==> src/rtl/sta_pkg.sv <==
package sta_pkg;

    // Control state of the recursion engine
    typedef enum logic {
        ST_IDLE = 1'b0,
        ST_RUN  = 1'b1
    } sta_state_e;

endpackage

==> src/rtl/sta_opsel.sv <==
// Row of 2:1 selectors: external operands on the first pass, fed-back
// partial sum and partial carry on every later pass.
module sta_opsel #(
    parameter int W = 4
) (
    input  logic         sel_ext,
    input  logic [W-1:0] ext_x,
    input  logic [W-1:0] ext_y,
    input  logic [W-1:0] fb_x,
    input  logic [W-1:0] fb_y,
    output logic [W-1:0] x,
    output logic [W-1:0] y
);
    for (genvar i = 0; i < W; i++) begin : g_bit
        assign x[i] = sel_ext ? ext_x[i] : fb_x[i];
        assign y[i] = sel_ext ? ext_y[i] : fb_y[i];
    end
endmodule

==> src/rtl/sta_ha_row.sv <==
// One row of half adders. The generate terms are shifted up one place to
// form the next carry vector; the top term leaves as carry_top.
module sta_ha_row #(
    parameter int W = 4
) (
    input  logic [W-1:0] x,
    input  logic [W-1:0] y,
    output logic [W-1:0] psum,
    output logic [W-1:0] pcarry,
    output logic         carry_top
);
    logic [W-1:0] gen;

    for (genvar i = 0; i < W; i++) begin : g_ha
        assign psum[i] = x[i] ^ y[i];
        assign gen[i]  = x[i] & y[i];
        if (i == 0) begin : g_lsb
            assign pcarry[i] = 1'b0;
        end else begin : g_up
            assign pcarry[i] = gen[i-1];
        end
    end

    assign carry_top = gen[W-1];
endmodule

==> src/rtl/sta_cdone.sv <==
// Completion detector: settled when no stored carry bit is set.
module sta_cdone #(
    parameter int W = 4
) (
    input  logic [W-1:0] carry,
    output logic         settled
);
    assign settled = ~|carry;
endmodule

==> src/rtl/sta_add.sv <==
module sta_add #(
    parameter int W = 4
) (
    input  logic         clk,
    input  logic         rst,
    input  logic         start,
    input  logic [W-1:0] op_a,
    input  logic [W-1:0] op_b,
    output logic         busy,
    output logic         done,
    output logic [W-1:0] sum,
    output logic         cout
);
    import sta_pkg::*;

    typedef struct packed {
        sta_state_e   st;
        logic [W-1:0] s;
        logic [W-1:0] c;
        logic         co;
    } state_t;

    state_t state_d, state_q;

    logic         accept;
    logic         settled;
    logic         carry_top;
    logic [W-1:0] row_x, row_y;
    logic [W-1:0] row_s, row_c;

    assign accept = start && (state_q.st == ST_IDLE);

    sta_opsel #(.W(W)) i_opsel (
        .sel_ext (accept),
        .ext_x   (op_a),
        .ext_y   (op_b),
        .fb_x    (state_q.s),
        .fb_y    (state_q.c),
        .x       (row_x),
        .y       (row_y)
    );

    sta_ha_row #(.W(W)) i_row (
        .x         (row_x),
        .y         (row_y),
        .psum      (row_s),
        .pcarry    (row_c),
        .carry_top (carry_top)
    );

    sta_cdone #(.W(W)) i_cdone (
        .carry   (state_q.c),
        .settled (settled)
    );

    always_comb begin
        state_d = state_q;
        if (accept) begin
            state_d.st = ST_RUN;
            state_d.s  = row_s;
            state_d.c  = row_c;
            state_d.co = carry_top;
        end else if (state_q.st == ST_RUN) begin
            if (settled) begin
                state_d.st = ST_IDLE;
            end else begin
                state_d.s  = row_s;
                state_d.c  = row_c;
                state_d.co = state_q.co | carry_top;
            end
        end
    end

    always_ff @(posedge clk) begin
        if (rst) begin
            state_q <= '{st: ST_IDLE, s: '0, c: '0, co: 1'b0};
        end else begin
            state_q <= state_d;
        end
    end

    assign busy = (state_q.st == ST_RUN);
    assign done = busy && settled;
    assign sum  = state_q.s;
    assign cout = state_q.co;
endmodule

==> config.mk <==
export PLATFORM = sky130hd
export DESIGN_NAME = sta_add
export DESIGN_NICKNAME = d
export VERILOG_FILES = /design/src/rtl/sta_pkg.sv /design/src/rtl/sta_opsel.sv /design/src/rtl/sta_ha_row.sv /design/src/rtl/sta_cdone.sv /design/src/rtl/sta_add.sv
export SDC_FILE = /design/constraint.sdc
export NUM_CORES = 1
export LEC_CHECK = 0
export ABC_AREA = 0
export BUFFER_PORTS_ARGS = -buffer_cell sky130_fd_sc_hd__buf_4
export CAP_MARGIN = 30
export CORE_UTILIZATION = 25
export CTS_CLUSTER_SIZE = 20
export DETAILED_ROUTE_END_ITERATION = 10
export GPL_TIMING_DRIVEN = 1
export MAX_ROUTING_LAYER = met4
export PLACE_DENSITY = 0.48
export SYNTH_ARGS = -nofsm -noshare
export SYNTH_HDL_FRONTEND = slang
export SYNTH_HIERARCHICAL = 1
export SYNTH_SLANG_ARGS = --single-unit
==> constraint.sdc <==
create_clock -name clk -period 3.35 [get_ports clk]
set_input_delay 0.335 -clock clk [delete_from_list [all_inputs] [get_ports clk]]
set_output_delay 0.335 -clock clk [all_outputs]
set_load 0.02 [all_outputs]
# == Word-level counts from Yosys, hierarchy flattened ==
# Cells that the tools add are included.
# Widths: inputs -> output; s select.
# classes
shifts,0
add_sub_neg,0
bitwise_logic,10
n_reduce_logical,7
n_mul,0
div_mod_pow,0
n_eq_ne,0
magnitude_cmp,0
n_mux,12
# op_table
operator,count
$mux 10,2
$mux 1,9
$mux 9,1
$and 1x1->1,4
$reduce_bool 2->1,2
$xor 1x1->1,4
$reduce_or 3->1,1
$logic_and 1x1->1,2
$reduce_and 2->1,1
$logic_not 1->1,1
$not 1->1,1
$or 1x1->1,1
# word_totals
n_memories,0
ram_bits,0
latch_bits,0
reg_bits,9
romBits,0
inputBits,11
out_inout_bits,7
word_cells,33

# == Depth between registers and ports, before layout ==
# Gate-level depths: netlist of run 1.
# logic_depth
word_depth,8
ltp_mapped,6
ltp_nobuf,5

# == Hierarchy ==
# Netlist of run 1, hierarchy kept.
# modules_own_cells
mod,instances,area_per_inst_um2,seq_area_each_um2,cells_per_inst
sta_add,1,486.7,200.2,49
sta_opsel,1,131.4,0.0,9
sta_ha_row,1,61.3,0.0,6
sta_cdone,1,12.5,0.0,1

# == Worst setup path before layout of run 1 ==
# OpenSTA, ideal clock, no wires.
# synth_path
path_kind,register -> register
start,register state_q (netlist bit busy)
end,register state_q (netlist bit sum[0])
path_slack_ps,1818
t_required_ps,3231
setup_time_ps,119
period_less_slack_ps,1532
n_path_buf,1
stages_incl_launch_ff,7
t_arrival_ps,1412
cell_sequence,dfxtp_1 nor2b_4 buf_6 mux2_4 ha_1 nand2b_1 mux2i_1
# synth_via
elab_chain_cells,7
elab_cells_between_ends,11
cone_classes,mux: 5; bitwise: 2; reduce/logical: 4
# synth_rtl
item,line_no,text
"start, declared",sta_add.sv:23,"state_t state_d, state_q;"
"start signal, assigned",sta_add.sv:76,"state_q <= '{st: ST_IDLE, s: '0, c: '0, co: 1'b0};"
"start signal, assigned",sta_add.sv:78,state_q <= state_d;
$not 1->1 *,sta_add.sv:31,assign accept = start && (state_q.st == ST_IDLE);
$logic_and 1x1->1 *,sta_add.sv:31,
named net accept,sta_add.sv:25,logic accept;
$mux 1 *,sta_opsel.sv:16,assign y[i] = sel_ext ? ext_y[i] : fb_y[i];
named net row_y[0],sta_add.sv:28,"logic [W-1:0] row_x, row_y;"
$xor 1x1->1 *,sta_ha_row.sv:15,assign psum[i] = x[i] ^ y[i];
named net row_s[0],sta_add.sv:29,"logic [W-1:0] row_s, row_c;"
$mux 9,sta_add.sv:64,if (settled) begin
$mux 10,sta_add.sv:63,end else if (state_q.st == ST_RUN) begin
$mux 10 *,sta_add.sv:58,if (accept) begin
# The timed path passes the listed nets; every way through them passes the cells marked *. The select of a mux whose other input is x is not followed.
# A chain may end at the register's enable or synchronous reset.

# == Worst setup path after layout of run 1 ==
# layout_path
start,register state_q (netlist bit busy)
end,register state_q (netlist bit sum[1])
# Same word-level chain as after synthesis.

==> impl_metrics.env, run 1 <==
export IMPL_outcome="completed"
export IMPL_die_w_um=54.61
export IMPL_hold_class="primary input to register"
export IMPL_insertion_delay_ns=0.27
export IMPL_first_pass_iters=3
export IMPL_syn_to_final_growth_pct=18.99
export IMPL_r2r_start="busy$_SDFF_PP0_"
export IMPL_root_buffer="clkbuf_4"
export IMPL_async_flop_share_pct=0
export IMPL_slew_headroom_pct=53.20
export IMPL_drt_total_wl_um=1124
export IMPL_seqCellArea_um2=200.2
export IMPL_ff2ff_setup_slack_ns=1.72
export IMPL_clock_sinks=10
export IMPL_cts_hold_buf=0
export IMPL_synthTopCellsByArea="dfxtp_1 (29%), mux2_4 (17%), nand2b_1 (15%)"
export IMPL_worst_clock_skew_ns=0.005675
export IMPL_finalSetupViolCount=0
export IMPL_worst_path_max_fanout=10
export IMPL_post_cts_buffers=0
export IMPL_cts_tree="done"
export IMPL_antenna_found_initial=0
export IMPL_dieHeight_um=54.61
export IMPL_grt_overflow=0
export IMPL_worstSetupEndpoint="sum[1]$_SDFFE_PP0P_"
export IMPL_grt_pass1_wl_um=1904
export IMPL_antenna_cells=0
export IMPL_grt_pass1_vias=432
export IMPL_grt_max_degree=20
export IMPL_yosysTopAreaCellShare_pct=28.93
export IMPL_worstRegToRegCells=5
export IMPL_crit_start="busy$_SDFF_PP0_"
export IMPL_final_period_utilization_pct=48.69
export IMPL_dp_slack_ns=1.640
export IMPL_dpl_cell_area_um2=787.0
export IMPL_synth_commonest_cells="nand2b_1 (17), dfxtp_1 (10), mux2_4 (8), mux2i_1 (8), buf_4 (5)"
export IMPL_vias=441
export IMPL_worstPathArrival_ns=1.76
export IMPL_power_uw=331.9
export IMPL_powerDensity_nw_per_um2=403.1
export IMPL_timing_rr_end="sum[1]$_SDFFE_PP0P_"
export IMPL_grt_usage_pct=9.630
export IMPL_place_congestion=0.6596
export IMPL_num_io_pins=18
export IMPL_ys_flop_type="dfxtp_1"
export IMPL_fmaxAchievable_mhz=613.1
export IMPL_fillers=260
export IMPL_cp_required_ns=3.48
export IMPL_drtIter0Drc=6
export IMPL_placementRows=18
export IMPL_worstSetupEndpointType="register"
export IMPL_cts_resized=0
export IMPL_fin_ws_ns=1.719
export IMPL_synth_edff_count=0
export IMPL_clk_pin_slew_ns=0.07
export IMPL_yosys_cell_types_count=16
export IMPL_hold_viol=0
export IMPL_portBuffers=17
export IMPL_avgRoutedWirePerCell_um=10.50
export IMPL_core_area_um2=2545
export IMPL_period_minus_slack_ns=1.631
export IMPL_dieArea_um2=2982
export IMPL_worstSetupPathType="register to register"
export IMPL_synth_avg_cell_area_um2=10.64
export IMPL_yosys_cell_count_top_type="nand2b_1"
export IMPL_vias_per_cell=4.121
export IMPL_yosysTopAreaCell="dfxtp_1"
export IMPL_synth_seq_cells=10
export IMPL_timing_max_transition_violations_final=0
export IMPL_drc_errors=0
export IMPL_netlist_area_um2=691.9
export IMPL_nets=93
export IMPL_final_antenna_net_count=0
export IMPL_ctsHtreeMaxLevel=1
export IMPL_start_util_pct=27.19
export IMPL_dp_cells=103
export IMPL_cts_buffer_depth=2
export IMPL_p_leak_nw=0.3948
export IMPL_dp_hpwl_um=797.7
export IMPL_drive_above_1_share_pct=41.56
export IMPL_cts_buffers_inserted=3
export IMPL_ys_warn_count=6
export IMPL_rsz0062_at_grt="false"
export IMPL_stdcell_count=107
export IMPL_worst_pin_slew_ns=0.7021
export IMPL_ys_seq_area_share_pct=28.93
export IMPL_setup_tns_ns=0
export IMPL_syn_nets=80
export IMPL_vdd_drop_max_mv=0.2255
export IMPL_stdcell_area_um2=823.3
export IMPL_maxCapViolCount=0
export IMPL_multi_input_area_um2=414.1
export IMPL_worstSetupStartpointType="register"
export IMPL_synthCells=65
-- worst max-delay path, cell delays in order, from the launching register on --
cell	delay, ns
dfxtp_1	0.36
nor2b_4	0.38
mux2_4	0.34
ha_1	0.29
nand2b_1	0.07
mux2i_1	0.06
-- layer usage --
layer	vias up	track usage, %	share of wire, %
met5	-	-	0
met4	0	3.846	0
met3	0	5.000	4.8
met2	10	12.65	42
met1	200	12.11	53
li1	231	-	-
-- cell type report --
cell class                 count  area share [%]
sequential                    10           24.32
clock buffer                   4           4.407
tap                           30           4.559
inverter                       2          0.9119
timing repair buffer          17           15.50
multi-input combinational     44           50.30
-- where the power goes --
part	switching (mW)	internal [mW]	leakage, nW
Combinational	0.0378	0.0490	0.292
Clock	0.0454	0.0660	0.0210
Sequential	0.00681	0.127	0.0816
-- through the flow --
stage	hold WS [ns]	utilization, %
CTS	0.3412	32.35
detailed placement	0.4753	30.92
global route	0.3607	32.35
global placement	0.4675	30.92
finish	0.3562	32.35
floorplan	0.4643	-
-- logic make-up (layout without fill, tap and decap cells) --
| logic type | Yosys count | count (layout) | share of synthesized area (%) |
|---|---|---|---|
| adders and majority gates | 4 | 4 | 7.234 |
| and+or+nand+nor | 21 | 21 | 20.61 |
| AOI/OAI and AO/OA | 2 | 2 | 2.532 |
| DFF | 10 | 10 | 28.93 |
| other | 1 | 1 | 0.5420 |
| buffers and inverters | 11 | 23 | 11.21 |
| muxes | 16 | 16 | 28.93 |
-- worst min-delay path by stage --
stage / from / endpoint / cells after the start
5_1_grt: rst / busy$_SDFF_PP0_ / 2
2_1_floorplan: sum[0]$_SDFFE_PP0P_ / sum[0]$_SDFFE_PP0P_ / 2
3_5_place_dp: cout$_SDFFE_PP0P_ / cout$_SDFFE_PP0P_ / 2
4_1_cts: rst / busy$_SDFF_PP0_ / 2
3_3_place_gp: cout$_SDFFE_PP0P_ / cout$_SDFFE_PP0P_ / 2
6_report: rst / busy$_SDFF_PP0_ / 2
-- sequential cells by signal, indices dropped and copies added, names as in the netlist --
name,cells
state_q,4
sum,4
busy,1
cout,1
-- cells in the final DEF (no fill, tap or decap), drive strengths merged --
cell type | synthesis | routed
nand2b | 17 | 17
mux2i | 8 | 8
dfxtp | 10 | 10
nor2 | 1 | 1
and2 | 1 | 1
buf | 9 | 17
nor4 | 1 | 1
nor2b | 1 | 1
inv | 2 | 2
a21oi | 1 | 1
ha | 4 | 4
conb | 1 | 1
mux2 | 8 | 8
o32ai | 1 | 1
clkbuf | 0 | 4
(Power assumes the default switching activity.)
==> inputs of run 2 (changes only) <==
==> constraint.sdc (replaced) <==
create_clock -name clk -period 1.6 [get_ports clk]
set_input_delay 0.16 -clock clk [delete_from_list [all_inputs] [get_ports clk]]
set_output_delay 0.16 -clock clk [all_outputs]
set_load 0.02 [all_outputs]
==> run 2 against run 1 <==
  * Utilization grew 1.1 points
  * Maximum frequency increased by 9.5%
  * Critical path depth grew 1
  * Clock-buffer cell count unchanged
  * Combinational power up 120%
  * Sequential cell count unchanged
  * Register-to-register slack worse by 1.6 ns
  * Cell count is 1.9% higher
  * Largest cell class unchanged
==> impl_metrics.env, run 2 (same netlist as run 1, synthesis figures left out) <==
export IMPL_outcome="completed"
export IMPL_stdcell_area_um2=850.8
export IMPL_worstSetupStartpointType="register"
export IMPL_power_uw=705.7
export IMPL_dp_hpwl_um=837.2
export IMPL_drtIter0Drc=3
export IMPL_worst_clock_skew_ns=0.008002
export IMPL_grt_overflow=0
export IMPL_place_congestion=0.6434
export IMPL_drc_errors=0
export IMPL_clock_sinks=10
export IMPL_vdd_drop_max_mv=0.6240
export IMPL_dieArea_um2=2982
export IMPL_seq_power_share_pct=39.7
export IMPL_ctsHtreeMaxLevel=1
export IMPL_syn_to_final_growth_pct=22.97
export IMPL_worstSetupEndpoint="sum[2]$_SDFFE_PP0P_"
export IMPL_start_util_pct=27.19
export IMPL_antenna_found_initial=0
export IMPL_fin_ws_ns=0.1108
export IMPL_core_area_um2=2545
export IMPL_rsz0062_at_grt="false"
export IMPL_crit_start="busy$_SDFF_PP0_"
export IMPL_powerDensity_nw_per_um2=829.4
export IMPL_worstPathArrival_ns=1.64
export IMPL_p_leak_nw=0.4086
export IMPL_maxCapViolCount=0
export IMPL_finalSetupViolCount=0
export IMPL_pwr_share_clk_pct=33.1
export IMPL_grt_max_degree=20
export IMPL_p_comb_share_pct=27.2
export IMPL_clk_pin_slew_ns=0.08
export IMPL_p_int_uw=515.7
export IMPL_num_io_pins=18
export IMPL_placementRows=18
export IMPL_vias=464
export IMPL_drive_above_1_share_pct=43.04
export IMPL_fillers=262
export IMPL_drt_total_wl_um=1162
export IMPL_dp_slack_ns=0.1134
export IMPL_worst_path_max_fanout=10
export IMPL_cts_tree="done"
export IMPL_dpl_cell_area_um2=814.5
export IMPL_cp_required_ns=1.75
export IMPL_dp_cells=105
export IMPL_fin_util_pct=33.43
export IMPL_cts_hold_buf=0
export IMPL_final_cell_mix="buf_4 (18), nand2b_1 (17), dfxtp_1 (10)"
export IMPL_antenna_cells=0
export IMPL_worstSetupEndpointType="register"
export IMPL_hold_class="primary input to register"
export IMPL_cts_buffer_depth=2
export IMPL_slowest_stage="dfxtp_1"
export IMPL_grt_pass1_vias=424
export IMPL_post_cts_buffers=0
export IMPL_die_w_um=54.61
export IMPL_root_buffer="clkbuf_4"
export IMPL_setup_tns_ns=0
export IMPL_fin_hold_ws_ns=0.1684
export IMPL_portBuffers=17
export IMPL_fmaxAchievable_mhz=671.5
export IMPL_final_antenna_net_count=0
export IMPL_grt_usage_pct=9.848
export IMPL_path_cells="nor2b_4 -> buf_12 -> mux2_4 -> ha_1 -> nand2b_1 -> mux2i_1"
export IMPL_avgRoutedWirePerCell_um=10.66
export IMPL_sw_frac_of_total_pct=26.93
export IMPL_period_minus_slack_ns=1.489
export IMPL_final_period_utilization_pct=93.07
export IMPL_timing_max_transition_violations_final=0
export IMPL_worstRegToRegCells=6
export IMPL_cts_buffers_inserted=3
export IMPL_critical_path_max_stage_delay_ns=0.36
export IMPL_min_from="rst"
export IMPL_ff2ff_setup_slack_ns=0.11
export IMPL_worstSetupPathType="register to register"
export IMPL_stdcell_count=109
export IMPL_insertion_delay_ns=0.27
export IMPL_hold_viol=0
export IMPL_first_pass_iters=4
export IMPL_timing_rr_end="sum[2]$_SDFFE_PP0P_"
export IMPL_switchingPower_uw=190.0
export IMPL_r2r_start="busy$_SDFF_PP0_"
export IMPL_cts_resized=0
export IMPL_final_common_cell="buf_4"
export IMPL_nets=95
export IMPL_vias_per_cell=4.257
export IMPL_grt_pass1_wl_um=1897
export IMPL_dieHeight_um=54.61
[run 2: changes by cell type in the layout (fill, tap and decap cells not counted)]
| cell | previous run | this run |
|---|---|---|
| buf_12 | 0 | 1 |
| buf_4 | 17 | 18 |
[run 2: power groups by stage]
stage	registers, mW	logic [mW]	clock network (mW)
2_1_floorplan	0.286	0.149	0
3_3_place_gp	0.285	0.191	0
3_5_place_dp	0.286	0.194	0
4_1_cts	0.280	0.195	0.245
5_1_grt	0.284	0.209	0.264
6_report	0.280	0.192	0.234
[run 2: final cells by class]
class	instances	area [µm²]	share of cell area (%)
inverter	2	7.507	0.8824
timing repair buffer	19	155.1	18.24
multi-input combinational	44	414.1	48.68
sequential	10	200.2	23.53
tap	30	37.54	4.412
clock buffer	4	36.28	4.265
[run 2: how the worst min path moves through the flow]
stage,cells after the start,to,slack [ns]
finish,2,busy$_SDFF_PP0_,0.17
global route,2,busy$_SDFF_PP0_,0.18
CTS,2,busy$_SDFF_PP0_,0.17
detailed placement,2,busy$_SDFF_PP0_,0.46
global placement,2,busy$_SDFF_PP0_,0.45
floorplan,2,cout$_SDFFE_PP0P_,0.44
[run 2: routing by layer]
| layer | up-vias | GRT usage (%) | part of all wire [%] |
|---|---|---|---|
| li1 | 237 | - | - |
| met3 | 0 | 5.833 | 5.3 |
| met2 | 12 | 14.66 | 46 |
| met5 | - | - | 0 |
| met4 | 0 | 2.564 | 0 |
| met1 | 215 | 11.07 | 48 |
[run 2: critical path, delay by kind of cell (launching register included)]
| family | cells | cell delay (ns) |
|---|---|---|
| mux | 2 | 0.36 |
| buf+inv | 1 | 0.15 |
| simple gates | 2 | 0.21 |
| fa+ha+maj | 1 | 0.30 |
| flops | 1 | 0.36 |
==> inputs of run 3 (changes only) <==
--- a/config.mk
+++ b/config.mk
@@ -8,12 +8,15 @@
 export ABC_AREA = 0
 export BUFFER_PORTS_ARGS = -buffer_cell sky130_fd_sc_hd__buf_4
 export CAP_MARGIN = 30
+export CELL_PAD_IN_SITES_DETAIL_PLACEMENT = 1
+export CELL_PAD_IN_SITES_GLOBAL_PLACEMENT = 1
 export CORE_UTILIZATION = 25
 export CTS_CLUSTER_SIZE = 20
 export DETAILED_ROUTE_END_ITERATION = 10
 export GPL_TIMING_DRIVEN = 1
 export MAX_ROUTING_LAYER = met4
-export PLACE_DENSITY = 0.48
+export PLACE_DENSITY = 0.58
+export SETUP_SLACK_MARGIN = 0.2
 export SYNTH_ARGS = -nofsm -noshare
 export SYNTH_HDL_FRONTEND = slang
 export SYNTH_HIERARCHICAL = 1
==> run 3 against run 2 <==
  * First-iteration DRC count fell by 67%
  * Via count rose by 3.7%
  * Utilization rose by 4.3 points
  * Sequential power barely moved
  * Critical path type unchanged
  * Critical endpoint is now sum[1]$_SDFFE_PP0P_
==> impl_metrics.env, run 3 (same netlist as run 1, synthesis figures left out) <==
export IMPL_outcome="completed"
export IMPL_slowest_stage="dfxtp_4"
export IMPL_use_met1_pct=11.24
export IMPL_worst_clock_skew_ns=0.01144
export IMPL_worstSetupPathType="register to register"
export IMPL_grt_overflow=0
export IMPL_cts_buffers_inserted=3
export IMPL_fin_util_pct=37.76
export IMPL_critical_path_max_stage_delay_ns=0.36
export IMPL_stdcell_count=111
export IMPL_powerDensity_nw_per_um2=798.3
export IMPL_avgRoutedWirePerCell_um=13.30
export IMPL_vdd_drop_max_mv=0.5296
export IMPL_dp_hpwl_um=1074
export IMPL_path_cells="nor2b_4 -> buf_12 -> mux2_4 -> ha_4 -> nand2b_1 -> mux2i_1"
export IMPL_worstSetupStartpointType="register"
export IMPL_ff2ff_setup_slack_ns=0.15
export IMPL_hold_viol=0
export IMPL_p_leak_nw=0.4322
export IMPL_placementRows=18
export IMPL_period_minus_slack_ns=1.451
export IMPL_cts_tree="done"
export IMPL_vias_per_cell=4.333
export IMPL_finalSetupViolCount=0
export IMPL_worst_path_max_fanout=9
export IMPL_drc_errors=0
export IMPL_die_w_um=54.61
export IMPL_dieArea_um2=2982
export IMPL_final_common_cell="buf_4"
export IMPL_timing_max_transition_violations_final=0
export IMPL_drt_total_wl_um=1476
export IMPL_drtIter0Drc=1
export IMPL_core_area_um2=2545
export IMPL_dp_cells=105
export IMPL_final_cell_mix="buf_4 (18), nand2b_1 (17), mux2i_1 (8), mux2_4 (8), dfxtp_1 (7)"
export IMPL_multi_input_area_um2=473.0
export IMPL_cts_buffer_depth=2
export IMPL_worstSetupEndpointType="register"
export IMPL_seqCellArea_um2=206.4
export IMPL_fmaxAchievable_mhz=689.1
export IMPL_start_util_pct=27.19
export IMPL_final_antenna_net_count=0
export IMPL_grt_pass1_wl_um=2180
export IMPL_hold_class="primary input to register"
export IMPL_drive_above_1_share_pct=53.09
export IMPL_clock_sinks=10
export IMPL_cts_hold_buf=0
export IMPL_antenna_cells=0
export IMPL_cp_required_ns=1.81
export IMPL_fillers=297
export IMPL_insertion_delay_ns=0.28
export IMPL_worstPathArrival_ns=1.66
export IMPL_antenna_found_initial=0
export IMPL_nets=97
export IMPL_grt_max_degree=20
export IMPL_root_buffer="clkbuf_4"
export IMPL_grt_usage_pct=11.67
export IMPL_grt_pass1_vias=491
export IMPL_portBuffers=17
export IMPL_setup_tns_ns=0
export IMPL_vias=481
export IMPL_rsz0062_at_grt="true"
export IMPL_first_pass_iters=3
export IMPL_clk_pin_slew_ns=0.07
export IMPL_met3_usage_pct=5.000
export IMPL_ctsHtreeMaxLevel=1
export IMPL_final_period_utilization_pct=90.69
export IMPL_maxCapViolCount=0
export IMPL_dieHeight_um=54.61
export IMPL_syn_to_final_growth_pct=38.88
export IMPL_num_io_pins=18
export IMPL_place_congestion=0.6538
export IMPL_grt_busiest_layer="met2"
export IMPL_grt_use_met2_pct=20.68
[run 3: cell count changes in the layout (fill, tap and decap cells not counted), sizes merged]
cell | before | now
clkbuf | 4 | 5
buf | 19 | 20
[run 3: power breakdown]
group          switching (mW)  internal (mW)
logic                  0.0990          0.144
registers              0.0162          0.266
clock network           0.104          0.139
total                   0.219          0.548
[run 3: layout make-up]
type	count	area share (%)
Tap cell	30	3.906
Multi-Input combinational cell	44	49.22
Clock buffer	4	3.776
Inverter	2	0.7812
Sequential cell	10	21.48
Timing Repair Buffer	21	20.83
[run 3: path summary, 6_finish.rpt]
path,start,to,cells after the start
worst max-delay path,busy$_SDFF_PP0_,sum[1]$_SDFFE_PP0P_,6
worst min-delay path,rst,busy$_SDFF_PP0_,2
worst max register to register,busy$_SDFF_PP0_,sum[1]$_SDFFE_PP0P_,6
worst min register to register,cout$_SDFFE_PP0P_,cout$_SDFFE_PP0P_,2
[run 3: metal layers]
metal	part of all wire (%)	vias to the layer above
li1	-	241
met1	40	225
met2	53	13
met3	5.8	2
met4	0.61	0
met5	0	-
[run 3: critical path, delay by kind of cell, from the launching register on]
kind,cells,cell delay (ns)
fa+ha+maj,1,0.27
buf+inv,1,0.15
flops,1,0.36
mux,2,0.43
simple gates,2,0.18
[run 3: metrics by stage]
step	total power, mW	hold WS, ns	cell area [µm²]	worst slack (ns)
global route	0.8112	0.1803	960.9	0.06587
finish	0.7671	0.1648	960.9	0.1489
floorplan	0.4492	0.4387	745.7	0.1647
global placement	0.5041	0.4497	880.8	0.1915
detailed placement	0.5170	0.4525	880.8	0.1478
CTS	0.7701	0.1680	934.6	0.1336
[run 3: what timing repair did]
item	4_1_cts	5_1_grt
setup endpoints to repair	5	8
gates cloned	0	1
setup buffers	1	0
pin swaps	2	1
resized for setup	2	1
